File: src/rtl/dbl_pkg.sv
package dbl_pkg;

  typedef enum logic [3:0] {
    SEL_ALWAYS = 4'd0,
    SEL_NEVER  = 4'd1,
    SEL_HI     = 4'd2,
    SEL_LS     = 4'd3,
    SEL_CCLR   = 4'd4,
    SEL_CSET   = 4'd5,
    SEL_NE     = 4'd6,
    SEL_EQ     = 4'd7,
    SEL_VCLR   = 4'd8,
    SEL_VSET   = 4'd9,
    SEL_PL     = 4'd10,
    SEL_MI     = 4'd11,
    SEL_GE     = 4'd12,
    SEL_LT     = 4'd13,
    SEL_GT     = 4'd14,
    SEL_LE     = 4'd15
  } loop_sel_e;

  typedef struct packed {
    logic n;
    logic z;
    logic v;
    logic c;
  } alu_flags_t;

endpackage

File: src/rtl/dbl_cond_eval.sv
module dbl_cond_eval
  import dbl_pkg::*;
(
  input  logic [3:0] sel_i,
  input  alu_flags_t flg_i,
  output logic       met_o
);

  logic signed_ge;

  assign signed_ge = (flg_i.n == flg_i.v);

  always_comb begin
    unique case (loop_sel_e'(sel_i))
      SEL_ALWAYS: met_o = 1'b1;
      SEL_NEVER:  met_o = 1'b0;
      SEL_HI:     met_o = ~flg_i.c & ~flg_i.z;
      SEL_LS:     met_o = flg_i.c | flg_i.z;
      SEL_CCLR:   met_o = ~flg_i.c;
      SEL_CSET:   met_o = flg_i.c;
      SEL_NE:     met_o = ~flg_i.z;
      SEL_EQ:     met_o = flg_i.z;
      SEL_VCLR:   met_o = ~flg_i.v;
      SEL_VSET:   met_o = flg_i.v;
      SEL_PL:     met_o = ~flg_i.n;
      SEL_MI:     met_o = flg_i.n;
      SEL_GE:     met_o = signed_ge;
      SEL_LT:     met_o = ~signed_ge;
      SEL_GT:     met_o = ~flg_i.z & signed_ge;
      SEL_LE:     met_o = flg_i.z | ~signed_ge;
      default:    met_o = 1'b0;
    endcase
  end

endmodule

File: src/rtl/dbl_count_step.sv
module dbl_count_step #(
  parameter int CNT_W  = 32,
  parameter int LOOP_W = 16
) (
  input  logic [CNT_W-1:0] cnt_i,
  output logic [CNT_W-1:0] cnt_dec_o,
  output logic             expired_o
);

  localparam int HI_W = CNT_W - LOOP_W;

  logic [LOOP_W-1:0] low_dec;

  assign low_dec   = cnt_i[LOOP_W-1:0] - LOOP_W'(1);
  assign expired_o = (low_dec == {LOOP_W{1'b1}});

  generate
    if (HI_W > 0) begin : g_split
      assign cnt_dec_o = {cnt_i[CNT_W-1:LOOP_W], low_dec};
    end else begin : g_full
      assign cnt_dec_o = low_dec;
    end
  endgenerate

endmodule

File: src/rtl/dbl_target_gen.sv
module dbl_target_gen #(
  parameter int PC_W       = 32,
  parameter int DISP_W     = 16,
  parameter int STEP_BYTES = 2
) (
  input  logic [PC_W-1:0]   pc_i,
  input  logic [DISP_W-1:0] disp_i,
  output logic [PC_W-1:0]   target_o,
  output logic [PC_W-1:0]   fall_o
);

  localparam int EXT_W = PC_W - DISP_W;

  logic [PC_W-1:0] disp_ext;

  generate
    if (EXT_W > 0) begin : g_ext
      assign disp_ext = {{EXT_W{disp_i[DISP_W-1]}}, disp_i};
    end else begin : g_noext
      assign disp_ext = disp_i[PC_W-1:0];
    end
  endgenerate

  assign target_o = pc_i + disp_ext;
  assign fall_o   = pc_i + PC_W'(STEP_BYTES);

endmodule

File: src/rtl/dbl_loop_ctrl.sv
module dbl_loop_ctrl
  import dbl_pkg::*;
#(
  parameter int CNT_W      = 32,
  parameter int LOOP_W     = 16,
  parameter int PC_W       = 32,
  parameter int DISP_W     = 16,
  parameter int STEP_BYTES = 2,
  parameter int SYNC_STAGES = 2
) (
  input  logic              clk,
  input  logic              rst_n,
  input  logic              go_i,
  input  logic [3:0]        cond_i,
  input  logic [3:0]        flags_i,
  input  logic [CNT_W-1:0]  count_i,
  input  logic [PC_W-1:0]   pc_i,
  input  logic [DISP_W-1:0] disp_i,
  output logic              done_o,
  output logic [CNT_W-1:0]  count_o,
  output logic              count_we_o,
  output logic              taken_o,
  output logic [PC_W-1:0]   next_pc_o
);

  // reset: asserted asynchronously, released through a short synchronizer
  logic [SYNC_STAGES-1:0] rst_pipe_q;
  logic                   rst_core_n;

  always_ff @(posedge clk or negedge rst_n) begin
    if (!rst_n) rst_pipe_q <= '0;
    else        rst_pipe_q <= {rst_pipe_q[SYNC_STAGES-2:0], 1'b1};
  end
  assign rst_core_n = rst_pipe_q[SYNC_STAGES-1];

  // datapath pieces
  alu_flags_t        flg;
  logic              met;
  logic [CNT_W-1:0]  cnt_dec;
  logic              expired;
  logic [PC_W-1:0]   tgt_pc;
  logic [PC_W-1:0]   fall_pc;

  assign flg = alu_flags_t'(flags_i);

  dbl_cond_eval u_cond (
    .sel_i (cond_i),
    .flg_i (flg),
    .met_o (met)
  );

  dbl_count_step #(.CNT_W(CNT_W), .LOOP_W(LOOP_W)) u_step (
    .cnt_i     (count_i),
    .cnt_dec_o (cnt_dec),
    .expired_o (expired)
  );

  dbl_target_gen #(.PC_W(PC_W), .DISP_W(DISP_W), .STEP_BYTES(STEP_BYTES)) u_tgt (
    .pc_i     (pc_i),
    .disp_i   (disp_i),
    .target_o (tgt_pc),
    .fall_o   (fall_pc)
  );

  // next-state
  logic [CNT_W-1:0] cnt_d,  cnt_q;
  logic [PC_W-1:0]  pc_d,   pc_q;
  logic             we_d,   we_q;
  logic             tk_d,   tk_q;
  logic             done_q;

  always_comb begin
    cnt_d = count_i;
    pc_d  = fall_pc;
    we_d  = 1'b0;
    tk_d  = 1'b0;
    if (!met) begin
      cnt_d = cnt_dec;
      we_d  = 1'b1;
      if (!expired) begin
        tk_d = 1'b1;
        pc_d = tgt_pc;
      end
    end
  end

  // registers, result bank enabled by the request strobe
  always_ff @(posedge clk or negedge rst_core_n) begin
    if (!rst_core_n) begin
      done_q <= 1'b0;
    end else begin
      done_q <= go_i;
    end
  end

  always_ff @(posedge clk or negedge rst_core_n) begin
    if (!rst_core_n) begin
      cnt_q <= '0;
      pc_q  <= '0;
      we_q  <= 1'b0;
      tk_q  <= 1'b0;
    end else if (go_i) begin
      cnt_q <= cnt_d;
      pc_q  <= pc_d;
      we_q  <= we_d;
      tk_q  <= tk_d;
    end
  end

  assign done_o     = done_q;
  assign count_o    = cnt_q;
  assign count_we_o = we_q;
  assign taken_o    = tk_q;
  assign next_pc_o  = pc_q;

endmodule

File: config.mk
export PLATFORM = sky130hd
export DESIGN_NAME = dbl_loop_ctrl
export DESIGN_NICKNAME = d
export VERILOG_FILES = /design/src/rtl/dbl_pkg.sv /design/src/rtl/dbl_cond_eval.sv /design/src/rtl/dbl_count_step.sv /design/src/rtl/dbl_target_gen.sv /design/src/rtl/dbl_loop_ctrl.sv
export SDC_FILE = /design/constraint.sdc
export NUM_CORES = 1
export LEC_CHECK = 0
export BUFFER_PORTS_ARGS = -buffer_cell sky130_fd_sc_hd__buf_4
export CAP_MARGIN = 0
export CORE_AREA = 2 2 131 133
export CTS_CLUSTER_DIAMETER = 120
export CTS_CLUSTER_SIZE = 24
export DETAILED_ROUTE_END_ITERATION = 8
export DIE_AREA = 0 0 133 135
export GPL_TIMING_DRIVEN = 0
export HOLD_SLACK_MARGIN = 0.05
export PLACE_DENSITY = 0.67
export SYNTH_ARGS = -nofsm -noshare
export SYNTH_HDL_FRONTEND = slang
export SYNTH_HIERARCHICAL = 1
export SYNTH_SLANG_ARGS = --single-unit
File: constraint.sdc
create_clock -name clk -period 2.9 [get_ports clk]
set_input_delay 0.725 -clock clk [delete_from_list [all_inputs] [get_ports clk]]
set_output_delay 0.725 -clock clk [all_outputs]
set_load 0.02 [all_outputs]
==> run_results.csv <==
group,metric,value,unit
status,status,"complete, but fails checks",
status,violations,"setup timing",
synthesis,synth_seq_area_share,26.4,%
synthesis,syn_inst,804,
sta,fin_setup_tns,-5670,ps
sta,setup_viol,33,
clock_network,cts_root_buf,"clkbuf_16",
critical_path,cp-start-kind,"input pin",
layout,postLayoutCoreUtil,53.6,%
floorplan,core,16400,um2
detailed_routing,route.vias.total,6476,
global_routing,gr-total-overflow,0,
floorplan,die-area,18000,um2
layout,drive_above_1_share,29.8,%
synthesis,synthArstFlopShare,100,%
synthesis,synth_area,6550,um2
power_and_ir_drop,switchingPower,0.00141,W
synthesis,synth_edf_count,0,
synthesis,synth_top_area_cell,"dfrtp_1",
place,dp_hpwl,14700,um
place,placedCellCount,1180,
layout,instances_no_fill,1212,
global_routing,antenna_found_initial,0,
floorplan,die_y,135,um
sta,slew_headroom,41.7,%
sta,finalHoldViolCount,0,
sta,final_max_slew_viol_count,0,
layout,nets,1113,
detailed_routing,drtPass1Iterations,4,
hold_path,hp-class,"input pin to asynchronous set/reset pin",
global_routing,grt.met3_usage,2.74,%
sta,rsz0062_at_grt,"true",
layout,most-common-layout-cells,"buf_4 (181), nor2_1 (100), dfrtp_1 (68), a21oi_1 (65), nand2_1 (48)",
power_and_ir_drop,power.internal,0.00270,W
global_routing,grt-busiest-layer,"met2",
sta,skew,3.98,ps
synthesis,synth_top_area_share,26.4,%
floorplan,die_x,133,um
clock_network,insertion_delay,330,ps
layout,num_antenna_cells,0,
critical_path,rr_endpoint,"count_o[13]",
synthesis,yosys_warnings,6,
power_and_ir_drop,p_per_area,467,nW/um2
floorplan,row_count,47,
critical_path,r2r_cells,0,
global_routing,grtUsageTotal,21.2,%
synthesis,avgSynthCellArea,8.15,um2
sta,layout_worst_path_cycle_share,108,%
detailed_routing,wl,18900,um
detailed_routing,drcViolationCount,0,
sta,fin_ws,-231,ps
synthesis,ys_ff_latch,69,
detailed_routing,drtIter0Drc,262,
clock_network,cts_buffer_depth,2,
critical_path,startpoint,"count_i[0]",
critical_path,r2r_slack,1870,ps
global_routing,met1_usage,28.4,%
clock_network,cts_tree,"yes",
power_and_ir_drop,cellLeakagePower,3.89,nW
sta,max_freq,0.319,GHz
layout,layout_commonest_cell,"buf_4",
critical_path,critical_path.max_fanout,5,
global_routing,grt_pass1_vias,6268,
place,gp_congestion,0.846,
synthesis,yosysUniqueCellTypes,70,
synthesis,ys.flop_type,"dfrtp_1",
clock_network,cts_sinks,69,
critical_path,cp.arrival,3370,ps
global_routing,grt_pass1_wl,31000,um
global_routing,grt_max_degree,68,
critical_path,r2r_start,"rst_pipe_q[1]",
layout,syn2layout_area_growth,34.3,%
critical_path,worstSetupPathType,"input pin to flop",
critical_path,required,3140,ps
place,io_buffers,156,
sta,worst_pin_slew,874,ps
global_routing,met2_usage,36.1,%
power_and_ir_drop,pwr-share-clk,30.1,%
clock_network,clk_pin_slew_worst_paths,60,ps
synthesis,syn-num-nets,930,
clock_network,htreeDepth,3,
synthesis,synth_area_leaders,"dfrtp_1 (26%), ha_1 (6.5%), xnor2_1 (6.3%), nor2_1 (5.8%), mux2i_1 (5.7%)",
clock_network,numCtsBuffers,9,
power_and_ir_drop,swShare,34.3,%
sta,period_needed,3130,ps
detailed_routing,drt.antenna.violating_nets,0,
power_and_ir_drop,ir_drop,272,uV
power_and_ir_drop,seqPwrFrac,29.6,%
floorplan,ios,158,
run,maxCapViolCount,0,
detailed_routing,routedWlPerCell,15.6,um
detailed_routing,routed_via_density,5.34,
power_and_ir_drop,power_frac_comb,40.3,%
floorplan,initial_core_util,39.9,%
critical_path,end_kind,"flop",
## layout make-up
class	instances	area, um2
Clock inverter	7	114
Tap cell	220	275
Clock buffer	9	225
Buffer	63	449
Multi-Input combinational cell	651	4580
Timing Repair Buffer	174	1350
Sequential cell	69	1730
Fill cell	1539	7610
Inverter	19	71.3
## worst max-delay path: stages
cell and delay, ps:
buf_8 100, or4_4 540, or4_4 430, or3_4 330
a211o_1 280, and4bb_4 370, buf_8 150, clkbuf_16 150
o21ai_2 50, a31oi_1 220
## power groups by stage
stage / Combinational (W) / Clock, W / Sequential (W)
after floorplan: 0.000811 / 0 / 0.00140
after global placement: 0.00157 / 0 / 0.00123
after detailed placement: 0.00158 / 0 / 0.00124
after CTS: 0.00163 / 0.00127 / 0.00122
after global routing: 0.00180 / 0.00131 / 0.00124
final: 0.00165 / 0.00124 / 0.00122
## timing repair
item	4_1_cts	5_1_grt
pin swaps	47	31
gates resized for setup	63	33
cloned	5	2
hold buffers	0	0
setup endpoints to repair	33	33
setup buffers	7	4
## worst max-delay path by stage
stage / end / slack, ps / cells past startpoint
final: next_pc_o[9] / -230 / 10
after global routing: next_pc_o[18] / -260 / 10
after CTS: next_pc_o[9] / -260 / 10
after detailed placement: next_pc_o[10] / -790 / 12
after global placement: next_pc_o[28] / -740 / 11
after floorplan: taken_o / -340 / 9
## state kept, by name (all words and copies together), names as in the netlist
name,count
count_o,32
next_pc_o,32
rst_pipe_q,2
count_we_o,1
done_o,1
taken_o,1
## cell families after synthesis
kind of cell | count (synthesis) | synth area share (%)
AND/OR/NAND/NOR | 287 | 22.9
AO/OA/AOI/OAI | 219 | 21.1
buffers and inverters | 84 | 7.26
XOR/XNOR | 71 | 9.71
flip-flops | 69 | 26.4
multiplexers | 38 | 5.83
adder cells (fa/ha/maj) | 35 | 6.80
other | 1 | 0.0573
## Yosys cell counts (4+ instances only)
master    number
nor2_1       101
a21oi_1       70
dfrtp_1       69
nand2_1       48
xnor2_1       47
o21ai_0       39
mux2i_1       37
a31oi_1       34
ha_1          34
or3b_1        32
nor3_1        23
xor2_1        23
clkbuf_1      22
nand3_1       21
inv_1         19
buf_4         17
o21ai_1       15
nand4_1       14
and3_1        11
buf_6         11
a21o_1        10
buf_2         10
o211ai_1       9
nor4_1         6
o21a_1         6
a211oi_1       5
buf_1          4
nand2b_1       4
nor2b_1        4
## routing by layer
layer | part of all wire, % | vias to the layer above
met4 | 1.3 | 0
met3 | 4.0 | 18
met5 | 0 | -
met1 | 46 | 3041
met2 | 48 | 141
li1 | - | 3276
## per-stage QoR
step	hold slack, ps	setup slack [ps]	cell area (um2)	power (W)
after floorplan	331	-339	6590	0.00221
final	169	-231	8800	0.00411
after global routing	151	-256	8800	0.00435
after global placement	337	-741	8040	0.00280
after detailed placement	347	-788	8040	0.00282
after CTS	155	-257	8640	0.00412
Power figures use the tool's default switching activity.
